$ cat config.mk
export PLATFORM = sky130hd
export DESIGN_NAME = hash_pad_frontend
export DESIGN_NICKNAME = d
export VERILOG_FILES = /design/src/rtl/pad_pkg.sv /design/src/rtl/pad_fifo.sv /design/src/rtl/msg_len_track.sv /design/src/rtl/len_encode.sv /design/src/rtl/blk_assembler.sv /design/src/rtl/hash_pad_frontend.sv
export SDC_FILE = /design/constraint.sdc
export NUM_CORES = 2
export LEC_CHECK = 0
export BUFFER_PORTS_ARGS = -buffer_cell sky130_fd_sc_hd__buf_2
export CAP_MARGIN = 20
export CORE_MARGIN = 2
export CORE_UTILIZATION = 45
export CTS_CLUSTER_DIAMETER = 100
export DETAILED_ROUTE_END_ITERATION = 7
export PLACE_DENSITY = 0.72
export SYNTH_ARGS = -nofsm -noshare
export SYNTH_HDL_FRONTEND = slang
export SYNTH_SLANG_ARGS = --single-unit
$ cat constraint.sdc
create_clock -name clk -period 6.2 [get_ports clk]
set_input_delay 0.93 -clock clk [delete_from_list [all_inputs] [get_ports clk]]
set_output_delay 0.93 -clock clk [all_outputs]
set_load 0.05 [all_outputs]
$ cat src/rtl/pad_pkg.sv
package pad_pkg;

   // Assembly state of the block builder
   typedef enum logic [1:0] {
      AS_FILL = 2'd0,   // gathering message words
      AS_PAD  = 2'd1,   // one cycle: apply final padding to the held block
      AS_OUT  = 2'd2    // offering a block downstream
   } asm_state_e;

endpackage

$ cat src/rtl/pad_fifo.sv
module pad_fifo #(
   parameter int WIDTH = 32,
   parameter int DEPTH = 16
) (
   input  logic             clk,
   input  logic             rst_n,
   input  logic             push,
   input  logic [WIDTH-1:0] push_data,
   input  logic             pop,
   output logic [WIDTH-1:0] pop_data,
   output logic             full,
   output logic             nempty
);
   localparam int AW = $clog2(DEPTH);

   logic [WIDTH-1:0] mem_q [DEPTH];
   logic [AW:0]      wp_q, rp_q;

   assign full     = (wp_q[AW] != rp_q[AW]) && (wp_q[AW-1:0] == rp_q[AW-1:0]);
   assign nempty   = (wp_q != rp_q);
   assign pop_data = mem_q[rp_q[AW-1:0]];

   always_ff @(posedge clk or negedge rst_n) begin
      if (!rst_n) begin
         wp_q <= '0;
         rp_q <= '0;
      end else begin
         if (push) wp_q <= wp_q + 1'b1;
         if (pop)  rp_q <= rp_q + 1'b1;
      end
   end

   always_ff @(posedge clk) begin
      if (push) mem_q[wp_q[AW-1:0]] <= push_data;
   end

   AST_FIFO_NO_OVERFLOW: assert property (@(posedge clk) disable iff (!rst_n)
      push |-> !full);
   AST_FIFO_NO_UNDERFLOW: assert property (@(posedge clk) disable iff (!rst_n)
      pop |-> nempty);

endmodule

$ cat src/rtl/msg_len_track.sv
module msg_len_track #(
   parameter int WORD_W = 32,
   parameter int LEN_W  = 64,
   localparam int TBW   = $clog2(WORD_W),
   localparam int NBW   = TBW + 1
) (
   input  logic             clk,
   input  logic             rst_n,
   input  logic             word_acc,
   input  logic             go_acc,
   input  logic [TBW-1:0]   tail_bits,
   input  logic             md5_in,
   input  logic             done,
   output logic             pend,
   output logic [LEN_W-1:0] len_q,
   output logic [NBW-1:0]   nb_q,
   output logic             md5_q
);
   logic [LEN_W-1:0] bitcnt_q;
   logic             nonempty_q;
   logic             pend_q;
   logic [NBW-1:0]   nb_eff;
   logic [LEN_W-1:0] total;
   logic             any_word;

   always_comb begin
      nb_eff   = (tail_bits == '0) ? NBW'(WORD_W) : {1'b0, tail_bits};
      total    = bitcnt_q + (word_acc ? LEN_W'(WORD_W) : '0);
      any_word = nonempty_q | word_acc;
   end

   always_ff @(posedge clk or negedge rst_n) begin
      if (!rst_n) begin
         bitcnt_q   <= '0;
         nonempty_q <= 1'b0;
         pend_q     <= 1'b0;
         len_q      <= '0;
         nb_q       <= NBW'(WORD_W);
         md5_q      <= 1'b0;
      end else if (done) begin
         bitcnt_q   <= '0;
         nonempty_q <= 1'b0;
         pend_q     <= 1'b0;
      end else begin
         if (word_acc) begin
            bitcnt_q   <= total;
            nonempty_q <= 1'b1;
         end
         if (go_acc) begin
            pend_q <= 1'b1;
            len_q  <= any_word ? (total - LEN_W'(WORD_W) + LEN_W'(nb_eff)) : '0;
            nb_q   <= nb_eff;
            md5_q  <= md5_in;
         end
      end
   end

   assign pend = pend_q;

   AST_CLEAR_AFTER_DONE: assert property (@(posedge clk) disable iff (!rst_n)
      done |=> (bitcnt_q == '0) && !pend_q);

endmodule

$ cat src/rtl/len_encode.sv
module len_encode #(
   parameter int WORD_W = 32,
   parameter int LEN_W  = 64,
   parameter bit MD5_EN = 1'b1
) (
   input  logic [LEN_W-1:0]  len,
   input  logic              md5,
   output logic [WORD_W-1:0] w_first,
   output logic [WORD_W-1:0] w_second
);
   localparam int NB = WORD_W / 8;

   if (MD5_EN) begin : g_both
      logic [WORD_W-1:0] sw_lo, sw_hi;
      for (genvar b = 0; b < NB; b++) begin : g_byte
         assign sw_lo[(WORD_W-8-8*b) +: 8] = len[8*b +: 8];
         assign sw_hi[(WORD_W-8-8*b) +: 8] = len[WORD_W + 8*b +: 8];
      end
      assign w_first  = md5 ? sw_lo : len[LEN_W-1:WORD_W];
      assign w_second = md5 ? sw_hi : len[WORD_W-1:0];
   end else begin : g_big_only
      logic unused_md5;
      assign unused_md5 = md5;
      assign w_first  = len[LEN_W-1:WORD_W];
      assign w_second = len[WORD_W-1:0];
   end

endmodule

$ cat src/rtl/blk_assembler.sv
module blk_assembler
   import pad_pkg::*;
#(
   parameter int WORD_W    = 32,
   parameter int BLK_WORDS = 16,
   localparam int NBW      = $clog2(WORD_W) + 1,
   localparam int CW       = $clog2(BLK_WORDS + 1),
   localparam int IW       = $clog2(BLK_WORDS),
   localparam int BLK_W    = WORD_W * BLK_WORDS
) (
   input  logic              clk,
   input  logic              rst_n,
   input  logic [WORD_W-1:0] fifo_data,
   input  logic              fifo_nempty,
   output logic              fifo_pop,
   input  logic              fin_pend,
   input  logic [NBW-1:0]    fin_nb,
   input  logic [WORD_W-1:0] len_first,
   input  logic [WORD_W-1:0] len_second,
   output logic              blk_valid,
   input  logic              blk_ready,
   output logic [BLK_W-1:0]  blk_data,
   output logic              blk_last,
   output logic              msg_done
);
   localparam logic [WORD_W-1:0] TOP_BIT = {1'b1, {(WORD_W-1){1'b0}}};

   asm_state_e        st_q;
   logic [WORD_W-1:0] words_q [BLK_WORDS];
   logic [WORD_W-1:0] pad_w   [BLK_WORDS];
   logic [CW-1:0]     wcnt_q;
   logic              last_q, tail_pend_q, tail_one_q;

   // Padding geometry for the held partial block
   logic              masked, fits;
   logic [CW-1:0]     one_pos;
   logic [WORD_W-1:0] keep_m, one_m;

   always_comb begin
      masked  = (wcnt_q != '0) && (fin_nb < NBW'(WORD_W));
      one_pos = masked ? (wcnt_q - 1'b1) : wcnt_q;
      fits    = (one_pos <= CW'(BLK_WORDS - 3));
      keep_m  = ~({WORD_W{1'b1}} >> fin_nb);
      one_m   = TOP_BIT >> fin_nb;
   end

   for (genvar i = 0; i < BLK_WORDS; i++) begin : g_pad
      always_comb begin
         if (CW'(i) < one_pos)
            pad_w[i] = words_q[i];
         else if (CW'(i) == one_pos)
            pad_w[i] = masked ? ((words_q[i] & keep_m) | one_m) : TOP_BIT;
         else if (fits && (i == BLK_WORDS - 2))
            pad_w[i] = len_first;
         else if (fits && (i == BLK_WORDS - 1))
            pad_w[i] = len_second;
         else
            pad_w[i] = '0;
      end
      assign blk_data[(BLK_WORDS-1-i)*WORD_W +: WORD_W] = words_q[i];
   end

   assign fifo_pop  = (st_q == AS_FILL) && fifo_nempty && (wcnt_q < CW'(BLK_WORDS));
   assign blk_valid = (st_q == AS_OUT);
   assign blk_last  = last_q;
   assign msg_done  = (st_q == AS_OUT) && blk_ready && last_q;

   always_ff @(posedge clk or negedge rst_n) begin
      if (!rst_n) begin
         st_q        <= AS_FILL;
         wcnt_q      <= '0;
         last_q      <= 1'b0;
         tail_pend_q <= 1'b0;
         tail_one_q  <= 1'b0;
      end else begin
         case (st_q)
            AS_FILL: begin
               if (fifo_pop)
                  wcnt_q <= wcnt_q + 1'b1;
               if ((wcnt_q == CW'(BLK_WORDS)) && fifo_nempty) begin
                  st_q   <= AS_OUT;
                  last_q <= 1'b0;
               end else if (fin_pend && !fifo_nempty) begin
                  st_q <= AS_PAD;
               end
            end
            AS_PAD: begin
               last_q      <= fits;
               tail_pend_q <= !fits;
               tail_one_q  <= (one_pos == CW'(BLK_WORDS));
               st_q        <= AS_OUT;
            end
            AS_OUT: begin
               if (blk_ready) begin
                  if (!last_q && tail_pend_q) begin
                     last_q      <= 1'b1;
                     tail_pend_q <= 1'b0;
                  end else begin
                     last_q <= 1'b0;
                     wcnt_q <= '0;
                     st_q   <= AS_FILL;
                  end
               end
            end
            default: st_q <= AS_FILL;
         endcase
      end
   end

   always_ff @(posedge clk) begin
      if (fifo_pop)
         words_q[wcnt_q[IW-1:0]] <= fifo_data;
      else if (st_q == AS_PAD) begin
         for (int i = 0; i < BLK_WORDS; i++) words_q[i] <= pad_w[i];
      end else if ((st_q == AS_OUT) && blk_ready && !last_q && tail_pend_q) begin
         for (int i = 0; i < BLK_WORDS; i++) begin
            if (i == 0)                   words_q[i] <= tail_one_q ? TOP_BIT : '0;
            else if (i == BLK_WORDS - 2)  words_q[i] <= len_first;
            else if (i == BLK_WORDS - 1)  words_q[i] <= len_second;
            else                          words_q[i] <= '0;
         end
      end
   end

   AST_OUT_HOLD: assert property (@(posedge clk) disable iff (!rst_n)
      blk_valid && !blk_ready |=> blk_valid && $stable(blk_data) && $stable(blk_last));
   AST_LAST_NEEDS_GO: assert property (@(posedge clk) disable iff (!rst_n)
      blk_valid && blk_last |-> fin_pend);
   AST_TAIL_FOLLOWS: assert property (@(posedge clk) disable iff (!rst_n)
      blk_valid && blk_ready && !blk_last && tail_pend_q |=> blk_valid && blk_last);
   AST_FULL_HELD: assert property (@(posedge clk) disable iff (!rst_n)
      (st_q == AS_FILL) && !fifo_nempty && !fin_pend |=> !blk_valid);

endmodule

$ cat src/rtl/hash_pad_frontend.sv
module hash_pad_frontend #(
   parameter int WORD_W     = 32,
   parameter int BLK_WORDS  = 16,
   parameter int LEN_W      = 64,
   parameter int FIFO_DEPTH = 16,
   parameter bit MD5_EN     = 1'b1,
   localparam int TBW       = $clog2(WORD_W),
   localparam int NBW       = TBW + 1,
   localparam int BLK_W     = WORD_W * BLK_WORDS
) (
   input  logic              clk,
   input  logic              rst_n,
   input  logic              in_valid,
   output logic              in_ready,
   input  logic [WORD_W-1:0] in_data,
   input  logic              pad_go,
   input  logic [TBW-1:0]    tail_bits,
   input  logic              md5_sel,
   output logic              blk_valid,
   input  logic              blk_ready,
   output logic [BLK_W-1:0]  blk_data,
   output logic              blk_last
);
   // Elaboration-time parameter checks
   initial begin
      if (LEN_W != 2 * WORD_W)                 $fatal(1, "length must span two words");
      if ((WORD_W % 8) != 0 || WORD_W < 16)    $fatal(1, "word width must be whole bytes");
      if (BLK_WORDS < 4 || (BLK_WORDS & (BLK_WORDS - 1)) != 0)
                                               $fatal(1, "block words must be a power of two");
      if (FIFO_DEPTH < 2 || (FIFO_DEPTH & (FIFO_DEPTH - 1)) != 0)
                                               $fatal(1, "fifo depth must be a power of two");
   end

   logic              fifo_full, fifo_nempty, fifo_pop;
   logic [WORD_W-1:0] fifo_data;
   logic              word_acc, go_acc, pend, done;
   logic [LEN_W-1:0]  len_q;
   logic [NBW-1:0]    nb_q;
   logic              md5_q;
   logic [WORD_W-1:0] len_first, len_second;

   assign in_ready = !fifo_full && !pend;
   assign word_acc = in_valid && in_ready;
   assign go_acc   = pad_go && !pend;

   pad_fifo #(.WIDTH(WORD_W), .DEPTH(FIFO_DEPTH)) u_fifo (
      .clk       (clk),
      .rst_n     (rst_n),
      .push      (word_acc),
      .push_data (in_data),
      .pop       (fifo_pop),
      .pop_data  (fifo_data),
      .full      (fifo_full),
      .nempty    (fifo_nempty)
   );

   msg_len_track #(.WORD_W(WORD_W), .LEN_W(LEN_W)) u_len (
      .clk       (clk),
      .rst_n     (rst_n),
      .word_acc  (word_acc),
      .go_acc    (go_acc),
      .tail_bits (tail_bits),
      .md5_in    (md5_sel),
      .done      (done),
      .pend      (pend),
      .len_q     (len_q),
      .nb_q      (nb_q),
      .md5_q     (md5_q)
   );

   len_encode #(.WORD_W(WORD_W), .LEN_W(LEN_W), .MD5_EN(MD5_EN)) u_enc (
      .len      (len_q),
      .md5      (md5_q),
      .w_first  (len_first),
      .w_second (len_second)
   );

   blk_assembler #(.WORD_W(WORD_W), .BLK_WORDS(BLK_WORDS)) u_asm (
      .clk         (clk),
      .rst_n       (rst_n),
      .fifo_data   (fifo_data),
      .fifo_nempty (fifo_nempty),
      .fifo_pop    (fifo_pop),
      .fin_pend    (pend),
      .fin_nb      (nb_q),
      .len_first   (len_first),
      .len_second  (len_second),
      .blk_valid   (blk_valid),
      .blk_ready   (blk_ready),
      .blk_data    (blk_data),
      .blk_last    (blk_last),
      .msg_done    (done)
   );

   AST_GO_IGNORED_PENDING: assert property (@(posedge clk) disable iff (!rst_n)
      pend && pad_go |=> $stable(len_q) && $stable(nb_q) && $stable(md5_q));
   AST_READY_BACK_AFTER_LAST: assert property (@(posedge clk) disable iff (!rst_n)
      blk_valid && blk_ready && blk_last |=> !pend);

endmodule

# Yosys cells after proc, flatten, opt, wreduce, memory -nomap -nowiden
# Memory sizes are Yosys's and may differ from the RTL's.
# Index checks and enable logic that the tools add are counted.
# totals
memories,2
inputBits,43
register_bits,157
out_inout_bits,515
ramBits,1024
wordCells,265
# mem_list
memory,depth,word_bits,rd,rd_ports_with_merged_regs,wr,line,text
u_asm.words_q,16,32,16,0,16,blk_assembler.sv:29,logic [WORD_W-1:0] words_q [BLK_WORDS];
u_fifo.mem_q,16,32,1,0,1,pad_fifo.sv:16,logic [WIDTH-1:0] mem_q [DEPTH];
# op_classes
magnitude_cmp,19
n_eq_ne,28
reduce_logical,34
add_sub_neg,7
mux,109
bitwise,51
shifts,2
# ops
op,count
$mux 32,70
$and 32x32->32,16
$or 32x32->32,16
$mux 64,3
$add 64x6->64,1
$add 64x64->64,1
$shr 32x6->32 const A,2
$sub 64x6->64 const B,1
$eq 4x5->1 const A,8
$lt 4x5->1 const A,8
$not 32->32,1
$reduce_or 32->1,1
$mux 1,21
$eq 3x5->1 const A,4
$lt 3x5->1 const A,4
$mux 5,4
$or 1x1->1,17
$add 5x1->5 const B,3
$logic_and 1x1->1,14
$mux 6,2
$eq 2x5->1 const A,2
$eq 5x5->1 const B,2
$logic_not 5->1,2
$lt 1x5->1 const A,2
29 further kinds,45

# Depth between registers and ports, before layout
# depth
ltp_word,11
mapped_depth,31
depth_no_buf,28

# Hierarchy
# A second synthesis with hierarchy kept.
# hier_totals
hier_cells,4976
hier_area_um2,56897.1
# by_module_without_submodules
mod,cells_each,instances,area_per_inst_um2
blk_assembler,2774,1,25544.5
pad_fifo,851,1,19697.6
msg_len_track,1277,1,10555.1
len_encode,71,1,1077.3
hash_pad_frontend,3,1,22.5

# Worst setup path before layout
# No wires, ideal clock.
# synth_path
kind,reg-to-reg
startpoint,register u_fifo.rp_q[3]
endpoint,register u_len.len_q[62]
path_slack_ns,-0.524
stages_incl_launch_ff,26
setup_ns,0.126
arrival_time_ns,6.598
required_ns,6.074
path_cell_list,dfrtp_1 clkbuf_1 xor2_1 nor4_1 a21oi_1 nand2_1 clkinv_1 clkbuf_1 buf_1 ha_1 ha_1 nand3_1 nor3_1 nand2_1 nor2_1 xnor2_1 inv_1 ha_1 nand4_1 or3_1 o41a_1 o21ai_1 a31oi_1 o31a_1 o2111a_1 a221o_1
# synth_between
elab_chain_cells,10
word_cells_on_any_way,11
classes_between,3 x add/sub; 1 x eq/ne; 2 x mux; 1 x bitwise; 4 x reduce/logical
# synth_lines
element,line,text
start: declaration,pad_fifo.sv:17,"logic [AW:0] wp_q, rp_q;"
start signal: assignment,pad_fifo.sv:29,if (pop) rp_q <= rp_q + 1'b1;
$eq 4x4->1 (*),pad_fifo.sv:19,assign full = (wp_q[AW] != rp_q[AW]) && (wp_q[AW-1:0] == rp_q[AW-1:0]);
$logic_and 1x1->1 (*),pad_fifo.sv:19,
$logic_not 1->1 (*),hash_pad_frontend.sv:42,assign in_ready = !fifo_full && !pend;
$logic_and 1x1->1 (*),hash_pad_frontend.sv:42,
net in_ready,hash_pad_frontend.sv:14,"output logic in_ready,"
$logic_and 1x1->1 (*),hash_pad_frontend.sv:43,assign word_acc = in_valid && in_ready;
net u_fifo.push,pad_fifo.sv:7,"input logic push,"
$mux 6,msg_len_track.sv:28,total = bitcnt_q + (word_acc ? LEN_W'(WORD_W) : '0);
$add 64x64->64,msg_len_track.sv:28,
$sub 64x6->64,msg_len_track.sv:51,len_q <= any_word ? (total - LEN_W'(WORD_W) + LEN_W'(nb_eff)) : '0;
$add 64x6->64,msg_len_track.sv:51,
$mux 64 (*),msg_len_track.sv:51,
end signal: assignment,msg_len_track.sv:51,
end: declaration,msg_len_track.sv:15,"output logic [LEN_W-1:0] len_q,"
# The timed path passes the listed nets; every way through them passes the cells marked *.
# A chain may end at the register's enable or synchronous reset.

# Final worst setup path
# layout_path
startpoint,register u_fifo.wp_q[2]
endpoint,register u_len.len_q[60]
# layout_between
elab_chain_cells,10
word_cells_on_any_way,11
classes_between,3 x add/sub; 1 x eq/ne; 2 x mux; 1 x bitwise; 4 x reduce/logical
# layout_lines
element,line,text
start: declaration,pad_fifo.sv:17,
start signal: assignment,pad_fifo.sv:28,if (push) wp_q <= wp_q + 1'b1;
$eq 4x4->1 (*),pad_fifo.sv:19,
$logic_and 1x1->1 (*),pad_fifo.sv:19,
$logic_not 1->1 (*),hash_pad_frontend.sv:42,
$logic_and 1x1->1 (*),hash_pad_frontend.sv:42,
$logic_and 1x1->1 (*),hash_pad_frontend.sv:43,
$mux 6,msg_len_track.sv:28,
$add 64x64->64,msg_len_track.sv:28,
$sub 64x6->64,msg_len_track.sv:51,
$add 64x6->64,msg_len_track.sv:51,
$mux 64 (*),msg_len_track.sv:51,
# Mark *: on every way between the ends. The rest lies on a longest branch, timed or not.

==> run_results.csv <==
group,metric,value,unit
outcome,status,"finished, final reports clean",
clocking,ctsHoldBuffers,0,
global_routing,grt_overflow_total,0,
synth,synth_common_cells,"edfxtp_1, o21ai_0, a21oi_1",
floorplan,start_util,45.5,%
synth,synth-seq-cells,1176,
global_routing,grtUsageMet1,42.1,%
critical_path,slowest_delay,0.46,ns
timing,slew_headroom,13.0,%
timing,fin_tns_setup,0,ns
drt,drc,0,
floorplan,die_h,355,um
synth,yosysWarnings,0,
synth,netlist_area,55500,um2
drt,first_pass_iters,7,
timing,period_minus_slack,5.84,ns
run,maxCapViolCount,0,
global_routing,busiest_layer,"met2",
critical_path,crit_type,"reg -> reg",
pwr,switchingPower,18.9,mW
timing,rsz0062_at_grt,"no",
clocking,htreeDepth,3,
clocking,cts_setup_buffers,0,
critical_path,cp_max_fo,7,
synth,ys_types,88,
drt,antenna_left,0,
global_routing,antenna_found_initial,28,
timing,holdWs,0.119,ns
synth,synth.area.top_cells,"edfxtp_1, dfxtp_1, dfrtp_1, mux4_2, o21ai_0",
timing,max_clock_freq,0.171,GHz
pwr,totalPowerFinal,38.7,mW
floorplan,core,122000,um2
cells_and_area,fin_nets,5671,
floorplan,ios,558,
synth,yosysTopAreaCell,"edfxtp_1",
critical_path,cp.arrival,6.42,ns
critical_path,startpoint_type,"flop",
cells_and_area,syn_to_final_growth,16.2,%
critical_path,cp-end-kind,"flop",
drt,finalWirelength,216,mm
synth,synth_edf_count,737,
timing,hold_viol_final,0,
synth,synth_async_sr_flop_share,12.9,%
synth,seq_area_frac_synth,57.1,%
synth,syn_inst,5100,
clocking,clock-root-buffer,"clkbuf_16",
timing,maxSlewViolCount,0,
clocking,clockBufferDepth,3,
placement,numPortBuffers,557,
clocking,cts_resized,0,
synth,synth_most_common_cell,"edfxtp_1",
pwr,switching_share,48.9,%
drt,via_per_inst,6.35,
placement,placedCellCount,7048,
global_routing,grt.met2_usage,49.2,%
synth,synth_top_area_share,39.9,%
critical_path,worstPathRequired,6.78,ns
pwr,pwr-share-seq,30.8,%
synth,synthFlopType,"edfxtp_1",
drt,vias,46200,
pwr,leakage,24.2,nW
placement,routabilityCongestion,1.02,
global_routing,grt_use_total,33.3,%
global_routing,grt_max_degree,110,
global_routing,grt_pass1_vias,42700,
pwr,clkPwrFrac,19.4,%
clocking,cts_tree,"built",
global_routing,globalRouteMet3Util,11.4,%
floorplan,die_area,126000,um2
floorplan,die_x,355,um
pwr,ir_worst_vdd,462,uV
clocking,cts_sinks,1176,
floorplan,num_rows,128,
cells_and_area,stdcell_count,7277,
drt,wl_per_cell,29.7,um
drt,drt_iter0_drc,7302,
pwr,internal_power,19.8,mW
pwr,power.density,600,nW/um2
critical_path,cpMaxStageDelayCell,"dfrtp_2",
timing,tightest_slew,1.30,ns
placement,dpl.hpwl,150,mm
synth,postSynthAreaPerCell,10.9,um2
timing,setup-violations-final,0,
cells_and_area,nFillCells,10500,
hold_path,hp-class,"in -> async",
timing,finalCritPeriodShare,94.1,%
clocking,clk_pin_slew,0.07,ns
clocking,numCtsBuffers,117,
global_routing,grt_pass1_wl,307,mm
clocking,clock_latency,0.81,ns
cells_and_area,drive_gt1_share,20.3,%
pwr,power_frac_comb,49.9,%
timing,clock-skew-final,0.0975,ns
## kinds of logic after synthesis
group | count (synthesis) | share of synthesized area, %
adder cells (fa/ha/maj) | 79 | 1.79
XOR/XNOR | 173 | 2.75
buffers and inverters | 478 | 3.29
AO/OA/AOI/OAI | 1684 | 17.1
multiplexers | 229 | 7.74
other | 1 | 0.00675
AND/OR/NAND/NOR | 1280 | 10.3
flip-flops | 1176 | 57.1
## layer usage
layer | share of wire (%) | wire length (um)
met5 | 0.086 | 186
met4 | 7.6 | 16400
met3 | 13 | 28800
met2 | 43 | 92400
met1 | 36 | 78300
## registers in the layout, summed over array words and instances (netlist names)
register and count:
u_len.len_q 64, u_fifo.wp_q 5, u_asm.words_q 512, u_len.pend 1, u_asm.blk_last 1, u_fifo.rp_q 5
u_fifo.mem_q 512, u_len.nonempty_q 1, u_len.nb_q 6, u_asm.tail_pend_q 1, u_len.bitcnt_q 59, u_asm.tail_one_q 1
u_asm.st_q 2, u_asm.wcnt_q 5, u_len.md5_q 1
## worst paths after layout
kind                       cells past startpoint                               from                                 to  slack [ns]
max                                           29         u_fifo.wp_q[2]$_DFFE_PN0P_        u_len.len_q[60]$_DFFE_PN0P_        0.36
min in group clk                               3                             pad_go             u_len.pend$_DFFE_PN0P_        0.39
max in group asynchronous                      2                              rst_n            u_len.md5_q$_DFFE_PN0P_        4.85
max reg2reg                                   29         u_fifo.wp_q[2]$_DFFE_PN0P_        u_len.len_q[60]$_DFFE_PN0P_        0.36
min reg2reg                                    2  u_asm.words_q[0][19]$_SDFFE_PP0P_  u_asm.words_q[0][19]$_SDFFE_PP0P_        0.45
min                                            1                              rst_n          u_len.nb_q[0]$_DFFE_PN0P_        0.12
## stage by stage
stage | utilization [%] | area [um2] | setup WS [ns]
final | 52.9 | 64500 | 0.364
after global routing | 52.8 | 64500 | 0.0115
after CTS | 52.7 | 64300 | 0.0699
after detailed placement | 49.4 | 60300 | 0.239
after global placement | 49.4 | 60200 | 0.310
after floorplan | - | 55500 | 0.0401
## placed cells by master, fill, tap and decap left out, types with 18 or more instances in the layout
master     instances
edfxtp_1         737
o21ai_0          660
a21oi_1          650
buf_2            556
nor2_1           532
nand2_1          339
dfxtp_1          287
mux4_2           160
dfrtp_1          146
buf_4            144
clkbuf_16        118
xnor2_1           96
inv_1             93
nor3_1            83
ha_1              77
xor2_1            76
mux2i_1           66
nand3_1           62
o22a_1            58
and2_1            52
a21o_1            50
a211oi_1          41
nand4_1           37
a2bb2oi_1         37
and3_1            33
o21ai_1           26
clkinv_1          26
or3_1             21
o21bai_1          21
clkbuf_1          18
## area by class of cell
cell class                 count  area, um2  share of cell area (%)
clock inverter                72        901                    1.40
tap                         1625       2030                    3.15
antenna                        5       12.5                  0.0194
clock buffer                 145       3130                    4.86
timing repair buffer         710       4020                    6.23
inverter                      94        353                   0.547
multi-input combinational   3450      22400                    34.7
sequential                  1176      31700                    49.1
## power groups by stage
| stage | sequential [mW] | combinational (mW) | clock (mW) |
|---|---|---|---|
| 2_1_floorplan | 15.3 | 8.33 | 0 |
| 3_3_place_gp | 11.9 | 18.4 | 0 |
| 3_5_place_dp | 11.9 | 18.7 | 0 |
| 4_1_cts | 11.8 | 18.8 | 7.52 |
| 5_1_grt | 11.9 | 20.0 | 7.80 |
| 6_report | 11.9 | 19.3 | 7.50 |
## worst max-delay path, delay by kind of cell, from the launching register on
family                   cells  cell delay (ns)
AND/OR/NAND/NOR             10             1.85
AO/OA/AOI/OAI                9             1.44
buffers and inverters        4             0.45
flip-flops                   1             0.46
adder cells (fa/ha/maj)      3             0.84
XOR/XNOR                     3             0.57
(Power assumes the default switching activity.)
